--- src/rtl/lane_serializer7.sv ---
module lane_serializer7 #(
  parameter int LANES    = 4,
  parameter int SLOTS    = 7,
  parameter int CLK_HIGH = 4,
  parameter int IDXW     = 5
) (
  input  logic                   clk,
  input  logic                   rst_n,
  input  logic                   pwr_n,
  input  logic [LANES*SLOTS-1:0] word_in,
  output logic [LANES-1:0]       ser_data,
  output logic                   ser_clk
);
  localparam int WIDTH = LANES * SLOTS;
  localparam int PHW   = $clog2(SLOTS);
  localparam logic [SLOTS-1:0] CLK_PAT = SLOTS'(((1 << CLK_HIGH) - 1) << (SLOTS - CLK_HIGH));
  // lane-major, slot 0 first; entry e = lane*SLOTS+slot at [(WIDTH-1-e)*IDXW +: IDXW]
  localparam logic [WIDTH*IDXW-1:0] SLOT_MAP = {
    5'd7,  5'd6,  5'd4,  5'd3,  5'd2,  5'd1,  5'd0,
    5'd18, 5'd15, 5'd14, 5'd13, 5'd12, 5'd9,  5'd8,
    5'd26, 5'd25, 5'd24, 5'd22, 5'd21, 5'd20, 5'd19,
    5'd23, 5'd17, 5'd16, 5'd11, 5'd10, 5'd5,  5'd27
  };

  logic [PHW-1:0]   phase;
  logic [SLOTS-1:0] clk_sr;
  logic             load;

  assign load = (phase == '0);

  always_ff @(posedge clk) begin
    if (!rst_n || !pwr_n)              phase <= '0;
    else if (phase == PHW'(SLOTS - 1)) phase <= '0;
    else                               phase <= phase + 1'b1;
  end

  always_ff @(posedge clk) begin
    if (!rst_n || !pwr_n) clk_sr <= '0;
    else if (load)        clk_sr <= CLK_PAT;
    else                  clk_sr <= {clk_sr[SLOTS-2:0], 1'b0};
  end

  assign ser_clk = clk_sr[SLOTS-1] & pwr_n;

  for (genvar l = 0; l < LANES; l++) begin : g_lane
    logic [SLOTS-1:0] ld;
    logic [SLOTS-1:0] sr;

    for (genvar s = 0; s < SLOTS; s++) begin : g_slot
      assign ld[SLOTS-1-s] = word_in[SLOT_MAP[(WIDTH-1-(l*SLOTS+s))*IDXW +: IDXW]];
    end

    always_ff @(posedge clk) begin
      if (!rst_n || !pwr_n) sr <= '0;
      else if (load)        sr <= ld;
      else                  sr <= {sr[SLOTS-2:0], 1'b0};
    end

    assign ser_data[l] = sr[SLOTS-1] & pwr_n;

    // slot 0 of each lane carries its first mapped bit of the captured word
    a_r2_first_slot: assert property (@(posedge clk) disable iff (!rst_n)
      ($past(rst_n) && $past(pwr_n) && $past(load) && pwr_n)
        |-> ser_data[l] == $past(word_in[SLOT_MAP[(WIDTH-1-(l*SLOTS))*IDXW +: IDXW]]));
  end

  a_r1_phase_wrap: assert property (@(posedge clk) disable iff (!rst_n)
    (pwr_n && phase == PHW'(SLOTS - 1)) |=> phase == '0);

  a_r1_phase_range: assert property (@(posedge clk) disable iff (!rst_n)
    phase < PHW'(SLOTS));

  a_r6_clk_lane: assert property (@(posedge clk) disable iff (!rst_n)
    pwr_n |-> ser_clk == (phase >= PHW'(1) && phase <= PHW'(CLK_HIGH)));

  a_r7_pd_quiet: assert property (@(posedge clk) disable iff (!rst_n)
    !pwr_n |-> (ser_data == '0 && !ser_clk));

  a_r9_pd_restart: assert property (@(posedge clk) disable iff (!rst_n)
    !pwr_n |=> phase == '0);
endmodule

--- config.mk ---
export PLATFORM = sky130hd
export DESIGN_NAME = lane_serializer7
export DESIGN_NICKNAME = d
export VERILOG_FILES = /design/src/rtl/lane_serializer7.sv
export SDC_FILE = /design/constraint.sdc
export NUM_CORES = 1
export LEC_CHECK = 0
export BUFFER_PORTS_ARGS = -buffer_cell sky130_fd_sc_hd__buf_2
export CAP_MARGIN = 5
export CELL_PAD_IN_SITES_DETAIL_PLACEMENT = 0
export CELL_PAD_IN_SITES_GLOBAL_PLACEMENT = 1
export CORE_MARGIN = 2
export CORE_UTILIZATION = 36
export DETAILED_ROUTE_END_ITERATION = 10
export HOLD_SLACK_MARGIN = 0.02
export PLACE_DENSITY = 0.78
export SLEW_MARGIN = 20
export SYNTH_ARGS = -nofsm -noshare
export SYNTH_HDL_FRONTEND = slang
export SYNTH_SLANG_ARGS = --single-unit
--- constraint.sdc ---
create_clock -name clk -period 1.4 [get_ports clk]
set_input_delay 0.21 -clock clk [delete_from_list [all_inputs] [get_ports clk]]
set_output_delay 0.21 -clock clk [all_outputs]
set_load 0.02 [all_outputs]
Yosys cells after proc, flatten, opt, wreduce, memory -nomap -nowiden --
Index checks and enable logic that the tools add are counted.
Storage, ports and cells: register bits 38, bits in latches 0, bits in writable memories 0, memory bits (read-only) 0, bits of input ports 31, output and inout bits 5, logic and storage cells 31, memories 0
Operators by class: add/sub/neg operators 1, multipliers 0, div/mod/pow operators 0, order comparisons 0, equality and inequality tests 1, shift-type cells 0, muxes and demuxes 5, bitwise logic cells 6, reductions and logical operators 7
Operator list (count):
- 2-to-1 mux 7 bit | 5
- OR reduction 2 bit | 3
- bitwise AND 1 bit | 5
- adder 3 x 1 -> 3 bit (second input constant) | 1
- equality test 3 bit (second input constant) | 1
- logical NOT 3 bit | 1
- logical NOT 1 bit | 2
- logical OR 1 bit | 1
- NOT 1 bit | 1

Depth between registers and ports, before layout --
Gate-level depths: netlist (run 1).
depth in word-level cells 3, depth in mapped cells 7

Worst setup path after synthesis (run 1) --
OpenSTA, ideal clock, no wires.
path kind reg2reg, from reg phase[0], to reg g_lane[0].sr[0], setup time 0.115 ns, arrival time 1.024 ns, data required time 1.285 ns, slack 0.260 ns, cell stages (with the launch flop) 6, path through dfxtp_1 inv_1 ha_1 nor2b_1 buf_2 and3_1
Between the ends: cells in the longest elaborated chain, start to end 3
Ends and longest elaborated chain:
- start: declaration | RTL line 25 | logic [PHW-1:0] phase;
- start signal: assignment | RTL line 34 | else phase <= phase + 1'b1;
- logical NOT 3 bit | RTL line 29 | assign load = (phase == '0);
- NOT 1 bit (no line)
- OR reduction 2 bit (no line)
- end signal: assignment | RTL line 55 | else if (load) sr <= ld;
- end signal: assignment | RTL line 56 | else sr <= {sr[SLOTS-2:0], 1'b0};
- end: declaration | RTL line 47 | logic [SLOTS-1:0] sr;
Every way passes these cells. A chain may end at the register's enable or synchronous reset.

Worst setup path in the final report (run 1) --
from reg phase[1], to reg g_lane[0].sr[0]
Same word-level chain as after synthesis.

==> impl_metrics.ini, run 1 <==
[logic_synthesis]
ys_warn_count = 0
synth_edf_count = 0
syn_inst = 148
syn_nets = 182
synth.top_cells.by_area = dfxtp_1 56%, nand2_1 15%, a21oi_1 10%
yosys_most_used_dff = dfxtp_1
ys_async_sr_fraction_pct = 0
synth.top_cell.area_share_pct = 56.2
seq_area_frac_synth_pct = 56.2
ys_ff_latch = 35
syn_area_per_cell_um2 = 8.42
netlist_area_mm2 = 0.00125
synth_cell_types = 15
synth_largest_area_cell = dfxtp_1

[sta]
rsz0062_at_grt = no
setup_viol = 0
max_clock_freq_mhz = 800
fin_crit_ps = 1250
relSlewSlack_pct = 81.2
drv_slew = 0
hold_viol = 0
fin_setup_tns_ps = 0
worstMarginPinSlew_ps = 282
finClkSkew_ps = 4.60
whs_ps = 100
period_share_pct = 89.2

[pwr]
power_density_mw_per_mm2 = 1150
power.leakage_nw = 0.723
seqPwrFrac_pct = 59.6
comb_power_share_pct = 11.2
p_sw_w = 0.000438
p_clk_share_pct = 29.2
peakVddDrop_uv = 529
swShare_pct = 24.8
intPower_w = 0.00133

[cells_and_area]
drive_gt1_share_pct = 25.1
seq_area_um2 = 701
nFillCells = 346
diodes = 0
mostFrequentLayoutCells = 50 x nand2_1, 35 x dfxtp_1, 35 x buf_2, 25 x a21oi_1, 8 x nor2_1
final_area_mm2 = 0.00154
synthToLayoutAreaGrowth_pct = 23.2
multi_input_area_um2 = 478
layout_commonest_cell = nand2_1
nNetsFinal = 220

[drt]
drc = 0
drt_iter0_markers = 50
via_per_inst = 4.39
vias = 1023
dr.pass1.iters = 4
routedWlPerCell_um = 10.5
ant_nets = 0
routed_wl_mm = 2.44

[clock_network]
numCtsBuffers = 5
htreeDepth = 2
cts_buffer_depth = 2
cts_root_buf = clkbuf_4
clk_pin_slew_ps = 100
cts_hold_repair.buffers = 0
cts_tree = yes
clock-sinks = 35
post-cts-setup-buffers = 0
cts_resized = 0
clock_latency_ps = 330

[job]
cap_violations = 0

[min_path]
hold_start = word_in[27]
holdCritPathClass = primary input to flop
whs_path_depth = 2
holdPathEnd = g_lane[3].sr[0]

[setup_path]
r2r_slack_ps = 150
regToRegEndpoint = g_lane[0].sr[0]
worstPathMaxFanout = 23
worst_r2r_path_depth = 5
critPathCaptureType = flop
critPathKind = flop to flop
reg2reg_from = phase[1]
required_ps = 1630
cp.arrival_ps = 1480
startpoint_type = flop

[floorplan]
initial_core_util_pct = 37.3
fp.dieH_um = 62.8
core_area_mm2 = 0.00334
row_count = 21
die_area_mm2 = 0.00395
die_x_um = 62.8
io_pins = 36

[global_routing]
grt_max_degree = 24
grt_pass1_vias = 987
grt_pass1_wl_mm = 4.17
grtUsageTotal_pct = 13.6
grt.overflow.total = 0
grt_antenna_before_repair = 0

[placed_design]
io_buffers = 35
place_area_mm2 = 0.00149
hpwlAfterDp_mm = 1.66
place.gp.congestion = 0.687

[run_status]
outcome = completed
[worst max-delay path by stage]
stage / to / from / slack (ps) / cells after the start
finish: g_lane[0].sr[0] / phase[1] / 150 / 5
detailed placement: g_lane[0].sr[0] / phase[1] / 170 / 5
floorplan: g_lane[0].sr[0] / phase[0] / 260 / 5
global route: g_lane[1].sr[1] / phase[0] / 50 / 6
CTS: g_lane[0].sr[0] / phase[1] / 150 / 5
global placement: g_lane[0].sr[0] / phase[0] / 220 / 5
[sequential cells by signal (all words and copies together) (netlist names)]
register,cells
g_lane.sr,28
clk_sr,4
phase,3
[area by class of cell]
class | count | share of cell area (%)
inverters | 3 | 0.733
flip-flops and latches | 35 | 45.6
clock buffers | 7 | 2.93
clock inverters | 1 | 0.326
multi-input cells | 101 | 31.1
repair buffers | 40 | 15.5
well taps | 46 | 3.75
[per-stage QoR]
step	setup slack [ps]	utilization [%]	power, W	instances
6_report	151	46.0	0.00176	233
3_3_place_gp	219	44.5	0.00127	225
4_1_cts	151	46.0	0.00179	233
5_1_grt	49.9	46.0	0.00186	233
3_5_place_dp	168	44.5	0.00128	225
2_1_floorplan	260	-	0.00119	148
[critical path, stage by stage (launching register included)]
cell     delay [ps]
dfxtp_1         380
inv_1            70
ha_1            190
nor2b_2         170
buf_12          160
and3_1          180
[routing by layer]
| metal | routed length, um | vias to the layer above | GRT usage, % |
|---|---|---|---|
| met3 | 149 | 6 | 5.77 |
| met5 | 0 | - | 0 |
| met2 | 1150 | 25 | 22.2 |
| met1 | 1100 | 449 | 15.7 |
| met4 | 46 | 0 | 5.83 |
| li1 | - | 543 | - |
[power groups by stage]
stage | Sequential, W | Clock (W) | Combinational (W)
2_1_floorplan | 0.00107 | 0 | 0.000122
3_3_place_gp | 0.00107 | 0 | 0.000196
3_5_place_dp | 0.00107 | 0 | 0.000201
4_1_cts | 0.00105 | 0.000535 | 0.000201
5_1_grt | 0.00106 | 0.000580 | 0.000224
6_report | 0.00105 | 0.000516 | 0.000198
[Yosys cell counts, types with 2 or more instances]
library cell  count
a21oi_1          25
and2_1            6
and3_1            6
buf_2             5
buf_6             2
dfxtp_1          35
ha_1              3
inv_1             3
nand2_1          50
nor2_1            8
[cells by family (layout without fill, tap and decap cells)]
logic type      count (synthesis)  after routing  synth area share (%)
simple gates                   73             73                  25.1
flops                          35             35                  56.2
compound gates                 25             25                  10.0
buf+inv                        12             51                  5.62
fa+ha+maj                       3              3                  3.01
No activity file was read; power rests on OpenSTA's default activity.
==> inputs of run 2 (changes only) <==
--- a/config.mk
+++ b/config.mk
@@ -10,10 +10,12 @@
 export CELL_PAD_IN_SITES_DETAIL_PLACEMENT = 0
 export CELL_PAD_IN_SITES_GLOBAL_PLACEMENT = 1
 export CORE_MARGIN = 2
-export CORE_UTILIZATION = 36
+export CORE_UTILIZATION = 38
+export CTS_BUF_LIST = sky130_fd_sc_hd__clkbuf_2 sky130_fd_sc_hd__clkbuf_4 sky130_fd_sc_hd__clkbuf_8
 export DETAILED_ROUTE_END_ITERATION = 10
 export HOLD_SLACK_MARGIN = 0.02
-export PLACE_DENSITY = 0.78
+export PLACE_DENSITY = 0.82
+export REMOVE_ABC_BUFFERS = 1
 export SLEW_MARGIN = 20
 export SYNTH_ARGS = -nofsm -noshare
 export SYNTH_HDL_FRONTEND = slang
==> impl_metrics.ini, run 2 (synthesis results as in run 1) <==
[pwr]
comb_power_share_pct = 12.1
power_density_mw_per_mm2 = 1140
p_clk_share_pct = 30.3
intPower_w = 0.00136
swShare_pct = 25.4
seqPwrFrac_pct = 57.6
power.leakage_nw = 0.771
p_sw_w = 0.000463
peakVddDrop_uv = 618

[floorplan]
core_area_mm2 = 0.00308
row_count = 20
die_area_mm2 = 0.00375
io_pins = 36
die_x_um = 61.3
fp.dieH_um = 61.3
initial_core_util_pct = 40.5

[drt]
via_per_inst = 4.44
wl_met2_mm = 1.17
met1_length_mm = 1.15
ant_nets = 0
dr.pass1.iters = 4
routed_wl_mm = 2.53
wl_met3_um = 166
routedWlPerCell_um = 10.6
drc = 0
vias = 1061
drt_iter0_markers = 30
top_layer = met4

[cells_and_area]
fin_cells = 239
diodes = 0
nNetsFinal = 228
drive_gt1_share_pct = 29.2
final_area_mm2 = 0.00160
regMostFlops = g_lane.sr
mostFrequentLayoutCells = 50 x nand2_1, 35 x dfxtp_1, 35 x buf_2, 25 x a21oi_1, 11 x buf_4
layout_commonest_cell = nand2_1
reg_top3 = g_lane.sr x28, clk_sr x4, phase x3
largest_reg_flops = 28
synthToLayoutAreaGrowth_pct = 28.3
nFillCells = 327

[placed_design]
dp_slack_ps = -455
hpwlAfterDp_mm = 1.52
place_area_mm2 = 0.00146
dp_cells = 223
io_buffers = 35
place.gp.congestion = 0.702

[setup_path]
worstPathMaxFanout = 6
startpoint = phase[0]
reg2reg_from = phase[0]
cp.arrival_ps = 1510
r2r_slack_ps = 130
critPathKind = flop to flop
regToRegEndpoint = g_lane[1].sr[0]
worst_r2r_path_depth = 5
crit_end = g_lane[1].sr[0]
required_ps = 1630
startpoint_type = flop
critPathCaptureType = flop

[global_routing]
grt_pass1_vias = 922
grtUsageTotal_pct = 15.1
grt_pass1_wl_mm = 4.03
grt.overflow.total = 0
grt_max_degree = 30
grt_antenna_before_repair = 0

[sta]
fin_setup_tns_ps = 0
fin_crit_ps = 1270
fin_ws_ps = 129
period_share_pct = 90.8
whs_ps = 85.4
max_clock_freq_mhz = 786
relSlewSlack_pct = 80.7
hold_viol = 0
setup_viol = 0
finClkSkew_ps = 14.8
drv_slew = 0
worstMarginPinSlew_ps = 289

[clock_network]
cts_buffer_depth = 2
cts_root_buf = clkbuf_4
cts_tree = yes
clk_pin_slew_ps = 110
clock-sinks = 35
numCtsBuffers = 5
clock_latency_ps = 340
htreeDepth = 2

[min_path]
hold_start = word_in[27]
holdCritPathClass = primary input to flop

[job]
cap_violations = 0

[run_status]
outcome = completed
run 2: final cells by class:
type | count | area, um2 | area share [%]
clock inverter | 2 | 12.5 | 0.782
inverter | 3 | 11.3 | 0.704
tap | 44 | 55.1 | 3.44
timing repair buffer | 47 | 278 | 17.4
sequential | 35 | 701 | 43.8
clock buffer | 6 | 45.0 | 2.82
multi-input combinational | 102 | 497 | 31.1
run 2: metal layers:
layer	GRT usage, %	vias up
met5	0	-
met2	24.0	32
met1	18.1	464
met3	4.62	6
met4	8.39	0
li1	-	559
run 2: worst min-delay path by stage:
stage / end / slack (ps) / cells after the start
2_1_floorplan: g_lane[0].sr[1] / 350 / 2
3_3_place_gp: clk_sr[4] / 420 / 2
3_5_place_dp: g_lane[3].sr[3] / 430 / 2
4_1_cts: g_lane[0].sr[0] / 70 / 2
5_1_grt: g_lane[0].sr[0] / 70 / 2
6_report: g_lane[3].sr[0] / 90 / 2
run 2: worst max-delay path: stages, from the launching register on:
cell and delay [ps]:
dfxtp_1 360, inv_1 80, ha_1 240, nor2b_4 150, buf_4 170, and3_1 170
run 2: through the flow:
stage	power [W]	utilization (%)
after CTS	0.00181	49.8
after detailed placement	0.00126	47.4
after global routing	0.00192	52.0
after floorplan	0.00117	-
after global placement	0.00125	47.4
final	0.00182	52.0
run 2: power by group through the flow:
stage	clock [W]	sequential (W)	combinational (W)
after floorplan	0	0.00107	0.000100
after detailed placement	0	0.00107	0.000183
final	0.000552	0.00105	0.000221
after global placement	0	0.00107	0.000178
after CTS	0.000569	0.00105	0.000193
after global routing	0.000611	0.00106	0.000249
run 2: what timing repair did:
item / in CTS / in global routing
resized for setup: 2 / 0
buffers inserted: 0 / 7
endpoints found under the setup margin: 31 / 27
cloned: 1 / 0
hold buffers: 0 / 0
==> inputs of run 3 (changes only) <==
--- a/config.mk
+++ b/config.mk
@@ -9,6 +9,7 @@
 export CAP_MARGIN = 5
 export CELL_PAD_IN_SITES_DETAIL_PLACEMENT = 0
 export CELL_PAD_IN_SITES_GLOBAL_PLACEMENT = 1
+export CORE_ASPECT_RATIO = 0.5
 export CORE_MARGIN = 2
 export CORE_UTILIZATION = 38
 export CTS_BUF_LIST = sky130_fd_sc_hd__clkbuf_2 sky130_fd_sc_hd__clkbuf_4 sky130_fd_sc_hd__clkbuf_8
==> impl_metrics.ini, run 3 (synthesis results as in run 1) <==
[cells_and_area]
multi_input_area_um2 = 497
drive_gt1_share_pct = 27.7
reg_top3 = g_lane.sr x28, clk_sr x4, phase x3
regMostFlops = g_lane.sr
seq_area_um2 = 701
layout_commonest_cell = nand2_1
largest_reg_flops = 28
synthToLayoutAreaGrowth_pct = 32.3
diodes = 0
nNetsFinal = 224
mostFrequentLayoutCells = 50 x nand2_1, 35 x dfxtp_1, 35 x buf_2, 25 x a21oi_1, 8 x nor2_1
final_area_mm2 = 0.00165
nFillCells = 295

[sta]
rsz0062_at_grt = no
max_clock_freq_mhz = 813
worstMarginPinSlew_ps = 310
fin_ws_ps = 170
relSlewSlack_pct = 79.3
finClkSkew_ps = 3.97
whs_ps = 148
drv_slew = 0
period_share_pct = 87.9
fin_crit_ps = 1230
setup_viol = 0
hold_viol = 0

[drt]
via_per_inst = 4.54
drt_iter0_markers = 32
drc = 0
met1_length_mm = 1.27
wl_met3_um = 114
dr.pass1.iters = 4
routedWlPerCell_um = 10.9
ant_nets = 0
vias = 1048
wl_met2_mm = 1.11
top_layer = met4
routed_wl_mm = 2.51

[setup_path]
critPathCaptureType = flop
r2r_slack_ps = 170
critPathKind = flop to flop
required_ps = 1620
crit_chain = buf_4, nand2b_1, buf_12, nand2_1, a21oi_1
cpMaxStageDelayCell = dfxtp_1
cp.arrival_ps = 1450
worstPathMaxFanout = 25
startpoint_type = flop
critPathTopFamily = flip-flops
critical_path_depth = 5
critical_path.max_stage_delay_ps = 470
path_buf_inv = 2
worst_r2r_path_depth = 5
regToRegEndpoint = g_lane[1].sr[6]
reg2reg_from = phase[2]

[clock_network]
cts_buffer_depth = 2
clock-sinks = 35
cts_tree = yes
numCtsBuffers = 5
htreeDepth = 2
cts_hold_repair.buffers = 0
clk_pin_slew_ps = 70
cts_root_buf = clkbuf_8
clock_latency_ps = 280

[global_routing]
grt_pass1_wl_mm = 4.18
grt_max_degree = 26
grtUsageTotal_pct = 14.8
grt_pass1_vias = 982
grt_antenna_before_repair = 0
grt.overflow.total = 0

[floorplan]
fp.dieH_um = 44.5
row_count = 14
io_pins = 36
initial_core_util_pct = 40.7
core_area_mm2 = 0.00307
die_x_um = 85.0
die_area_mm2 = 0.00378

[pwr]
power_density_mw_per_mm2 = 1340
peakVddDrop_uv = 670
power.leakage_nw = 0.791

[placed_design]
dp_slack_ps = -405
hpwlAfterDp_mm = 1.57
place.gp.congestion = 0.685
place_area_mm2 = 0.00147
io_buffers = 35

[min_path]
hold_start = word_in[27]
whs_path_depth = 2
holdPathEnd = g_lane[3].sr[0]
holdCritPathClass = primary input to flop

[run_status]
outcome = completed

[job]
cap_violations = 0
## run 3: final cells by class
class | instances | area share [%]
Clock buffer | 6 | 5.01
Clock inverter | 2 | 2.12
Inverter | 3 | 0.683
Multi-Input combinational cell | 102 | 30.1
Sequential cell | 35 | 42.5
Tap cell | 40 | 3.03
Timing Repair Buffer | 43 | 16.5
## run 3: worst reg2reg max path: stages, from the launching register on
cell and delay [ps]:
dfxtp_1 470, buf_4 170, nand2b_1 140, buf_12 170, nand2_1 70, a21oi_1 140
## run 3: what timing repair did
action                                  CTS  global route
endpoints found under the setup margin   31            18
cloned                                    1             0
gates resized for setup                   2             0
setup buffers                             0             2
## run 3: per-layer routing
metal / vias up / GRT usage (%)
met1: 478 / 18.6
met5: - / 0
met2: 18 / 23.1
met4: 0 / 7.62
met3: 3 / 5.22
li1: 549 / -
## run 3: worst max-delay path by stage
| stage | end | startpoint | slack [ps] |
|---|---|---|---|
| 4_1_cts | g_lane[2].sr[5] | phase[0] | 70 |
| 3_3_place_gp | g_lane[1].sr[1] | phase[0] | -380 |
| 6_report | g_lane[1].sr[6] | phase[2] | 170 |
| 2_1_floorplan | g_lane[0].sr[1] | phase[0] | -460 |
| 5_1_grt | g_lane[0].sr[5] | phase[2] | 60 |
| 3_5_place_dp | g_lane[2].sr[5] | phase[0] | -400 |
## run 3: through the flow
step	std cells	setup TNS [ps]	utilization (%)	power, W
6_report	231	0	53.8	0.00220
5_1_grt	231	0	53.8	0.00231
4_1_cts	229	0	52.5	0.00220
3_5_place_dp	220	-11150	48.0	0.00127
3_3_place_gp	220	-10720	48.0	0.00126
2_1_floorplan	139	-13880	-	0.00117
## run 3: where the power goes
part | leakage (nW) | total [W] | internal [W] | switching [W]
Combinational | 0.443 | 0.000220 | 0.000107 | 0.000113
Clock | 0.0612 | 0.000932 | 0.000576 | 0.000357
Sequential | 0.287 | 0.00105 | 0.00104 | 0.0000105
Total | 0.791 | 0.00220 | 0.00172 | 0.000480
